===== config.mk =====
export PLATFORM = sky130hd
export DESIGN_NAME = usb_linestate_gen
export DESIGN_NICKNAME = d
export VERILOG_FILES = /design/src/rtl/usb_ls_pkg.sv /design/src/rtl/ls_sync.sv /design/src/rtl/ls_debounce.sv /design/src/rtl/ls_idle_timer.sv /design/src/rtl/usb_linestate_gen.sv
export SDC_FILE = /design/constraint.sdc
export NUM_CORES = 1
export LEC_CHECK = 0
export CAP_MARGIN = 20
export CORE_MARGIN = 2
export CORE_UTILIZATION = 27
export DETAILED_ROUTE_END_ITERATION = 8
export PLACE_DENSITY = 0.46
export SYNTH_ARGS = -nofsm -noshare
export SYNTH_HDL_FRONTEND = slang
export SYNTH_SLANG_ARGS = --single-unit

===== constraint.sdc =====
create_clock -name clk -period 2.28 [get_ports clk]
set_input_delay 0.456 -clock clk [delete_from_list [all_inputs] [get_ports clk]]
set_output_delay 0.456 -clock clk [all_outputs]
set_load 0.02 [all_outputs]

===== src/rtl/usb_ls_pkg.sv =====
package usb_ls_pkg;

  typedef enum logic [1:0] {
    MODE_HS    = 2'd0,
    MODE_CHIRP = 2'd1,
    MODE_FS    = 2'd2
  } ls_mode_e;

  localparam logic [1:0] LS_SE0 = 2'b00;
  localparam logic [1:0] LS_J   = 2'b01;
  localparam logic [1:0] LS_K   = 2'b10;

  // Interpretation picked by the two select controls
  function automatic ls_mode_e mode_of(input logic xcvr, input logic term);
    if (xcvr) return MODE_FS;
    return term ? MODE_CHIRP : MODE_HS;
  endfunction

  // Line-state code for a given interpretation
  function automatic logic [1:0] encode_ls(input ls_mode_e mode, input logic dp,
                                           input logic dm, input logic sq,
                                           input logic hsrx);
    case (mode)
      MODE_FS:    return {dm, dp};
      MODE_CHIRP: return sq ? LS_SE0 : (hsrx ? LS_J : LS_K);
      default:    return sq ? LS_SE0 : LS_J;
    endcase
  endfunction

endpackage


===== src/rtl/ls_sync.sv =====
module ls_sync #(
  parameter int WIDTH  = 6,
  parameter int STAGES = 2
) (
  input  logic             clk,
  input  logic             rst_n,
  input  logic [WIDTH-1:0] async_i,
  output logic [WIDTH-1:0] sync_o
);
  logic [STAGES-1:0][WIDTH-1:0] stage_q;

  genvar g;
  generate
    for (g = 0; g < STAGES; g++) begin : g_stage
      always_ff @(posedge clk or negedge rst_n) begin
        if (!rst_n)      stage_q[g] <= '0;
        else if (g == 0) stage_q[g] <= async_i;
        else             stage_q[g] <= stage_q[(g == 0) ? 0 : g-1];
      end
    end
  endgenerate

  assign sync_o = stage_q[STAGES-1];
endmodule


===== src/rtl/ls_debounce.sv =====
module ls_debounce #(
  parameter int             WIDTH     = 4,
  parameter int             STABLE    = 2,
  parameter logic [WIDTH-1:0] RESET_VAL = '0
) (
  input  logic             clk,
  input  logic             rst_n,
  input  logic [WIDTH-1:0] raw_i,
  output logic [WIDTH-1:0] stable_o
);
  logic [STABLE-1:0][WIDTH-1:0] hist_q;
  logic                         all_same;
  logic [WIDTH-1:0]             out_q;

  always_ff @(posedge clk or negedge rst_n) begin
    if (!rst_n) hist_q <= {STABLE{RESET_VAL}};
    else        hist_q <= {hist_q[STABLE-2:0], raw_i};
  end

  always_comb begin
    all_same = 1'b1;
    for (int i = 1; i < STABLE; i++)
      if (hist_q[i] != hist_q[0]) all_same = 1'b0;
  end

  always_ff @(posedge clk or negedge rst_n) begin
    if (!rst_n)        out_q <= RESET_VAL;
    else if (all_same) out_q <= hist_q[0];
  end

  assign stable_o = out_q;


  deb_accept_chk: assert property (@(posedge clk) disable iff (!rst_n)
    (out_q != $past(out_q)) |-> $past(all_same));
endmodule


===== src/rtl/ls_idle_timer.sv =====
module ls_idle_timer
  import usb_ls_pkg::*;
#(
  parameter int IDLE_CYCLES = 180000,
  localparam int CW = $clog2(IDLE_CYCLES + 1)
) (
  input  logic       clk,
  input  logic       rst_n,
  input  ls_mode_e   mode_i,
  input  logic [1:0] code_i,
  output logic       hs_reset_o
);
  localparam logic [CW-1:0] TERM = CW'(IDLE_CYCLES);

  ls_mode_e        mode_prev_q;
  logic [CW-1:0]   cnt_q;
  logic            hs_idle;
  logic            mode_change;

  assign hs_idle     = (mode_i == MODE_HS) && (code_i == LS_SE0);
  assign mode_change = (mode_i != mode_prev_q);

  always_ff @(posedge clk or negedge rst_n) begin
    if (!rst_n) begin
      mode_prev_q <= MODE_FS;
      cnt_q       <= '0;
    end else begin
      mode_prev_q <= mode_i;
      if (!hs_idle || mode_change) cnt_q <= '0;
      else if (cnt_q != TERM)      cnt_q <= cnt_q + 1'b1;
    end
  end

  assign hs_reset_o = hs_idle && (cnt_q == TERM);


  idle_restart_chk: assert property (@(posedge clk) disable iff (!rst_n)
    !hs_idle |=> (cnt_q == '0));


  count_bound_chk: assert property (@(posedge clk) disable iff (!rst_n)
    cnt_q <= TERM);
endmodule


===== src/rtl/usb_linestate_gen.sv =====
module usb_linestate_gen
  import usb_ls_pkg::*;
#(
  parameter int IDLE_CYCLES  = 180000,
  parameter int SYNC_STAGES  = 2,
  parameter int STABLE_COUNT = 2
) (
  input  logic       clk,
  input  logic       rst_n,
  input  logic       xcvr_sel_i,
  input  logic       term_sel_i,
  input  logic       dp_i,
  input  logic       dm_i,
  input  logic       squelch_i,
  input  logic       hs_rx_i,
  output logic [1:0] line_state_o,
  output logic       hs_reset_o
);
  localparam int NIN = 6;
  localparam int WW  = 4;

  logic [NIN-1:0] async_bus, sync_bus;
  ls_mode_e       raw_mode, deb_mode;
  logic [1:0]     raw_code;
  logic [WW-1:0]  raw_word, deb_word;

  assign async_bus = {xcvr_sel_i, term_sel_i, dp_i, dm_i, squelch_i, hs_rx_i};

  ls_sync #(.WIDTH(NIN), .STAGES(SYNC_STAGES)) u_sync (
    .clk(clk), .rst_n(rst_n), .async_i(async_bus), .sync_o(sync_bus)
  );

  assign raw_mode = mode_of(sync_bus[5], sync_bus[4]);
  assign raw_code = encode_ls(raw_mode, sync_bus[3], sync_bus[2], sync_bus[1], sync_bus[0]);
  assign raw_word = {raw_mode, raw_code};

  ls_debounce #(.WIDTH(WW), .STABLE(STABLE_COUNT), .RESET_VAL({MODE_FS, LS_SE0})) u_deb (
    .clk(clk), .rst_n(rst_n), .raw_i(raw_word), .stable_o(deb_word)
  );

  assign deb_mode     = ls_mode_e'(deb_word[3:2]);
  assign line_state_o = deb_word[1:0];

  ls_idle_timer #(.IDLE_CYCLES(IDLE_CYCLES)) u_timer (
    .clk(clk), .rst_n(rst_n), .mode_i(deb_mode), .code_i(deb_word[1:0]),
    .hs_reset_o(hs_reset_o)
  );


  hs_no_k_chk: assert property (@(posedge clk) disable iff (!rst_n)
    (deb_mode == MODE_HS) |-> !line_state_o[1]);


  fs_no_reset_chk: assert property (@(posedge clk) disable iff (!rst_n)
    (deb_mode != MODE_HS) |-> !hs_reset_o);


  reset_idle_chk: assert property (@(posedge clk) disable iff (!rst_n)
    hs_reset_o |-> (line_state_o == LS_SE0));
endmodule


==> results of run 1 <==
flip-flops by register name, indices dropped and copies added (netlist names):
register / flops
u_sync.stage_q: 6
u_sync.sync_o: 6
u_deb.hist_q: 8
u_deb.stable_o: 4
u_timer.cnt_q: 18
u_timer.mode_prev_q: 2
cell usage after synthesis (all sizes together) (5+ instances only):
master  number  area share
dfrtp       40        0.56
nor2        13       0.027
xnor2        8       0.039
xor2         8       0.039
nand4        7       0.028
nor3         7       0.020
nand2        6       0.013
nand3        5       0.014
nor4         5       0.017
or3          5       0.017
stage by stage:
step                hold WS, ps  worst slack (ps)  area (um2)
finish                      173               219        2200
floorplan                   160               447        1790
global route                218              22.6        2200
CTS                         193             0.142        2190
detailed placement          337              60.3        2060
global placement            335              37.7        2060
worst max-delay path: cells and delay by family, from the launching register on:
family	cells	cell delay [ps]
and+or+nand+nor	4	750
DFF	1	400
buffers and inverters	1	170
cell families after synthesis:
kind of cell    share of synthesized area
mux                                0.0251
compound gates                     0.0398
buf+inv                            0.0314
xor+xnor                           0.0782
fa+ha+maj                          0.0140
simple gates                        0.195
flops                               0.617
layout make-up:
| type | instances | area share |
|---|---|---|
| repair buffers | 25 | 0.0923 |
| clock inverters | 2 | 0.0274 |
| flip-flops and latches | 44 | 0.504 |
| inverters | 4 | 0.00684 |
| clock buffers | 6 | 0.0330 |
| well taps | 77 | 0.0439 |
| multi-input cells | 95 | 0.293 |
repair_timing:
| action | 4_1_cts | 5_1_grt |
|---|---|---|
| gates resized for setup | 1 | 4 |
| endpoints found under the setup margin | 1 | 1 |
| buffers inserted | 0 | 0 |
| hold endpoints to repair | 0 | 0 |
| hold buffers | 0 | 0 |
where the power goes:
part	total (W)	switching, W	internal (W)
combinational	0.000221	0.000117	0.000104
clock	0.000681	0.000244	0.000438
sequential	0.000901	0.0000378	0.000863
total	0.00180	0.000399	0.00140
per-layer routing:
| layer | up-vias | GRT usage | wire, um |
|---|---|---|---|
| li1 | 573 | - | - |
| met1 | 588 | 0.123 | 1450 |
| met2 | 19 | 0.164 | 1630 |
| met3 | 4 | 0.0231 | 74 |
| met4 | 0 | 0.0563 | 38 |
| met5 | - | 0 | 0 |
worst paths after layout:
kind                                   start  depth (start not counted)                      to
max in group asynchronous              rst_n                          2  u_timer.mode_prev_q[1]
min reg2reg                u_sync.stage_q[4]                          0        u_sync.sync_o[4]
min                                    rst_n                          1       u_sync.stage_q[3]
max reg2reg                u_deb.stable_o[3]                          4       u_timer.cnt_q[16]
max                         u_timer.cnt_q[7]                          5              hs_reset_o
min in group clk           u_sync.stage_q[4]                          0        u_sync.sync_o[4]
==> run_summary.xml, run 1 <==
<?xml version="1.0" encoding="UTF-8"?>
<metrics>
  <group name="timing">
    <metric name="layout_worst_path_cycle_share" unit="">0.904</metric>
    <metric name="report.final.setup_viol" unit="">0</metric>
    <metric name="tns" unit="ps">0</metric>
    <metric name="rsz0062_at_grt" unit="">no</metric>
    <metric name="slew-limit-headroom" unit="">0.589</metric>
    <metric name="fin_skew" unit="ps">1.82</metric>
    <metric name="finalHoldViolCount" unit="">0</metric>
    <metric name="timing.fmax" unit="MHz">485</metric>
    <metric name="final_period_minus_worst_setup_slack" unit="ps">2060</metric>
    <metric name="slew_viol_final" unit="">0</metric>
    <metric name="worst_slew_pin_slew" unit="ps">617</metric>
  </group>
  <group name="global_routing">
    <metric name="grt_overall_usage" unit="">0.101</metric>
    <metric name="via_count_of_the_first_global_routing_pass" unit="">1276</metric>
    <metric name="grt_max_degree" unit="">30</metric>
    <metric name="wire_length_of_the_first_global_routing_pass" unit="mm">5.75</metric>
    <metric name="global_route_congestion_overflow_total" unit="">0</metric>
    <metric name="antenna_found_initial" unit="">0</metric>
  </group>
  <group name="drt">
    <metric name="drt-initial-drc-count" unit="">55</metric>
    <metric name="route.final.wire_length" unit="mm">3.19</metric>
    <metric name="number_of_nets_still_failing_antenna_checks_after_routing" unit="">0</metric>
    <metric name="drt_first_pass_iters" unit="">4</metric>
    <metric name="dr_total_vias" unit="">1184</metric>
    <metric name="detail_route.drc_violations" unit="">0</metric>
    <metric name="vias_per_cell" unit="">4.68</metric>
    <metric name="routed_length_per_instance" unit="um">12.6</metric>
  </group>
  <group name="synth">
    <metric name="synth-edff-count" unit="">0</metric>
    <metric name="post_synth.cell_area_avg" unit="um2">12.1</metric>
    <metric name="synth.yosys.seq_area_share" unit="">0.617</metric>
    <metric name="yosys.cell_types.count" unit="">33</metric>
    <metric name="asyncSetResetFlopFracSynth" unit="">1.00</metric>
    <metric name="mappedNetlistArea" unit="um2">1790</metric>
    <metric name="synthesis.yosys.warnings" unit="">0</metric>
    <metric name="synth_nets" unit="">158</metric>
    <metric name="synth_cells" unit="">148</metric>
    <metric name="ys_seq_elements" unit="">44</metric>
    <metric name="synth_ff_type" unit="">sky130_fd_sc_hd__dfrtp_1</metric>
  </group>
  <group name="setup_path">
    <metric name="worst_ep_arrival_time" unit="ps">1610</metric>
    <metric name="critPathMaxStageDelay" unit="ps">400</metric>
    <metric name="crit_path_top_delay_cell" unit="">sky130_fd_sc_hd__dfrtp_1</metric>
    <metric name="worstPathCellList" unit="">nor4b_2, and4_1, nand2_1, nor2_1, clkbuf_2</metric>
    <metric name="critPathKind" unit="">register to primary output</metric>
    <metric name="crit_path_end_kind" unit="">primary output</metric>
    <metric name="setup.reg_to_reg.worst_slack" unit="ps">360</metric>
    <metric name="crit_path_max_fanout" unit="">2</metric>
    <metric name="timing.critical_path.required" unit="ps">1820</metric>
    <metric name="crit_path_start_kind" unit="">register</metric>
  </group>
  <group name="cts">
    <metric name="cts_htree_levels" unit="">2</metric>
    <metric name="clk_path_buf_depth" unit="">2</metric>
    <metric name="cts_made_buffers" unit="">5</metric>
    <metric name="cts.clk_slew.worst_paths" unit="ps">80</metric>
    <metric name="cts_sinks" unit="">44</metric>
    <metric name="cts_root_buf" unit="">sky130_fd_sc_hd__clkbuf_8</metric>
    <metric name="clock_insertion_delay_worst_skew" unit="ps">290</metric>
    <metric name="cts_tree" unit="">built</metric>
  </group>
  <group name="power">
    <metric name="pwr_density_cell" unit="nW/um2">821</metric>
    <metric name="maximum_vdd_drop" unit="V">0.000431</metric>
    <metric name="leakage_power" unit="nW">0.908</metric>
    <metric name="fin_total_pwr" unit="W">0.00180</metric>
  </group>
  <group name="finish">
    <metric name="final_layout_net_count" unit="">185</metric>
    <metric name="diodes" unit="">0</metric>
    <metric name="register_area" unit="um2">1110</metric>
    <metric name="layout.cells.most_common_list" unit="">sky130_fd_sc_hd__dfrtp_1, sky130_fd_sc_hd__buf_4, sky130_fd_sc_hd__nor2_1</metric>
    <metric name="drive_gt1_frac" unit="">0.205</metric>
    <metric name="final_common_cell" unit="">sky130_fd_sc_hd__dfrtp_1</metric>
    <metric name="multi_input_area" unit="um2">643</metric>
    <metric name="fill_cells" unit="">638</metric>
    <metric name="filler_free_cell_count_of_the_finished_design" unit="">253</metric>
    <metric name="area_delta_synth_final" unit="%">22.5</metric>
    <metric name="fin_util" unit="">0.344</metric>
  </group>
  <group name="floorplan">
    <metric name="total_die_area" unit="um2">7310</metric>
    <metric name="num_rows" unit="">29</metric>
    <metric name="core" unit="um2">6390</metric>
    <metric name="floorplan.initialDensity" unit="">0.281</metric>
    <metric name="design.portCount" unit="">11</metric>
    <metric name="die-height" unit="um">85.5</metric>
    <metric name="floorplan.die.width" unit="um">85.5</metric>
  </group>
  <group name="placement">
    <metric name="place_hpwl" unit="mm">2.38</metric>
    <metric name="gp_congestion" unit="">0.752</metric>
    <metric name="port-buffer-count" unit="">10</metric>
    <metric name="placed_cells_incl_taps" unit="">245</metric>
  </group>
  <group name="worst_hold_path">
    <metric name="min_path_type" unit="">input port to async pin</metric>
  </group>
  <group name="flow_run">
    <metric name="drv.max_cap_violation_count" unit="">0</metric>
  </group>
  <group name="status">
    <metric name="run_status" unit="">complete, no violations</metric>
  </group>
</metrics>
Power figures use the tool's default switching activity.
==> run 2: changes to the inputs <==
--- a/config.mk
+++ b/config.mk
@@ -10,6 +10,7 @@
 export CORE_UTILIZATION = 27
 export DETAILED_ROUTE_END_ITERATION = 8
 export PLACE_DENSITY = 0.46
+export SKIP_LAST_GASP = 1
 export SYNTH_ARGS = -nofsm -noshare
 export SYNTH_HDL_FRONTEND = slang
 export SYNTH_SLANG_ARGS = --single-unit
==> results of run 2 <==
No change in the layout: final DEF, timing and power equal those of run 1.
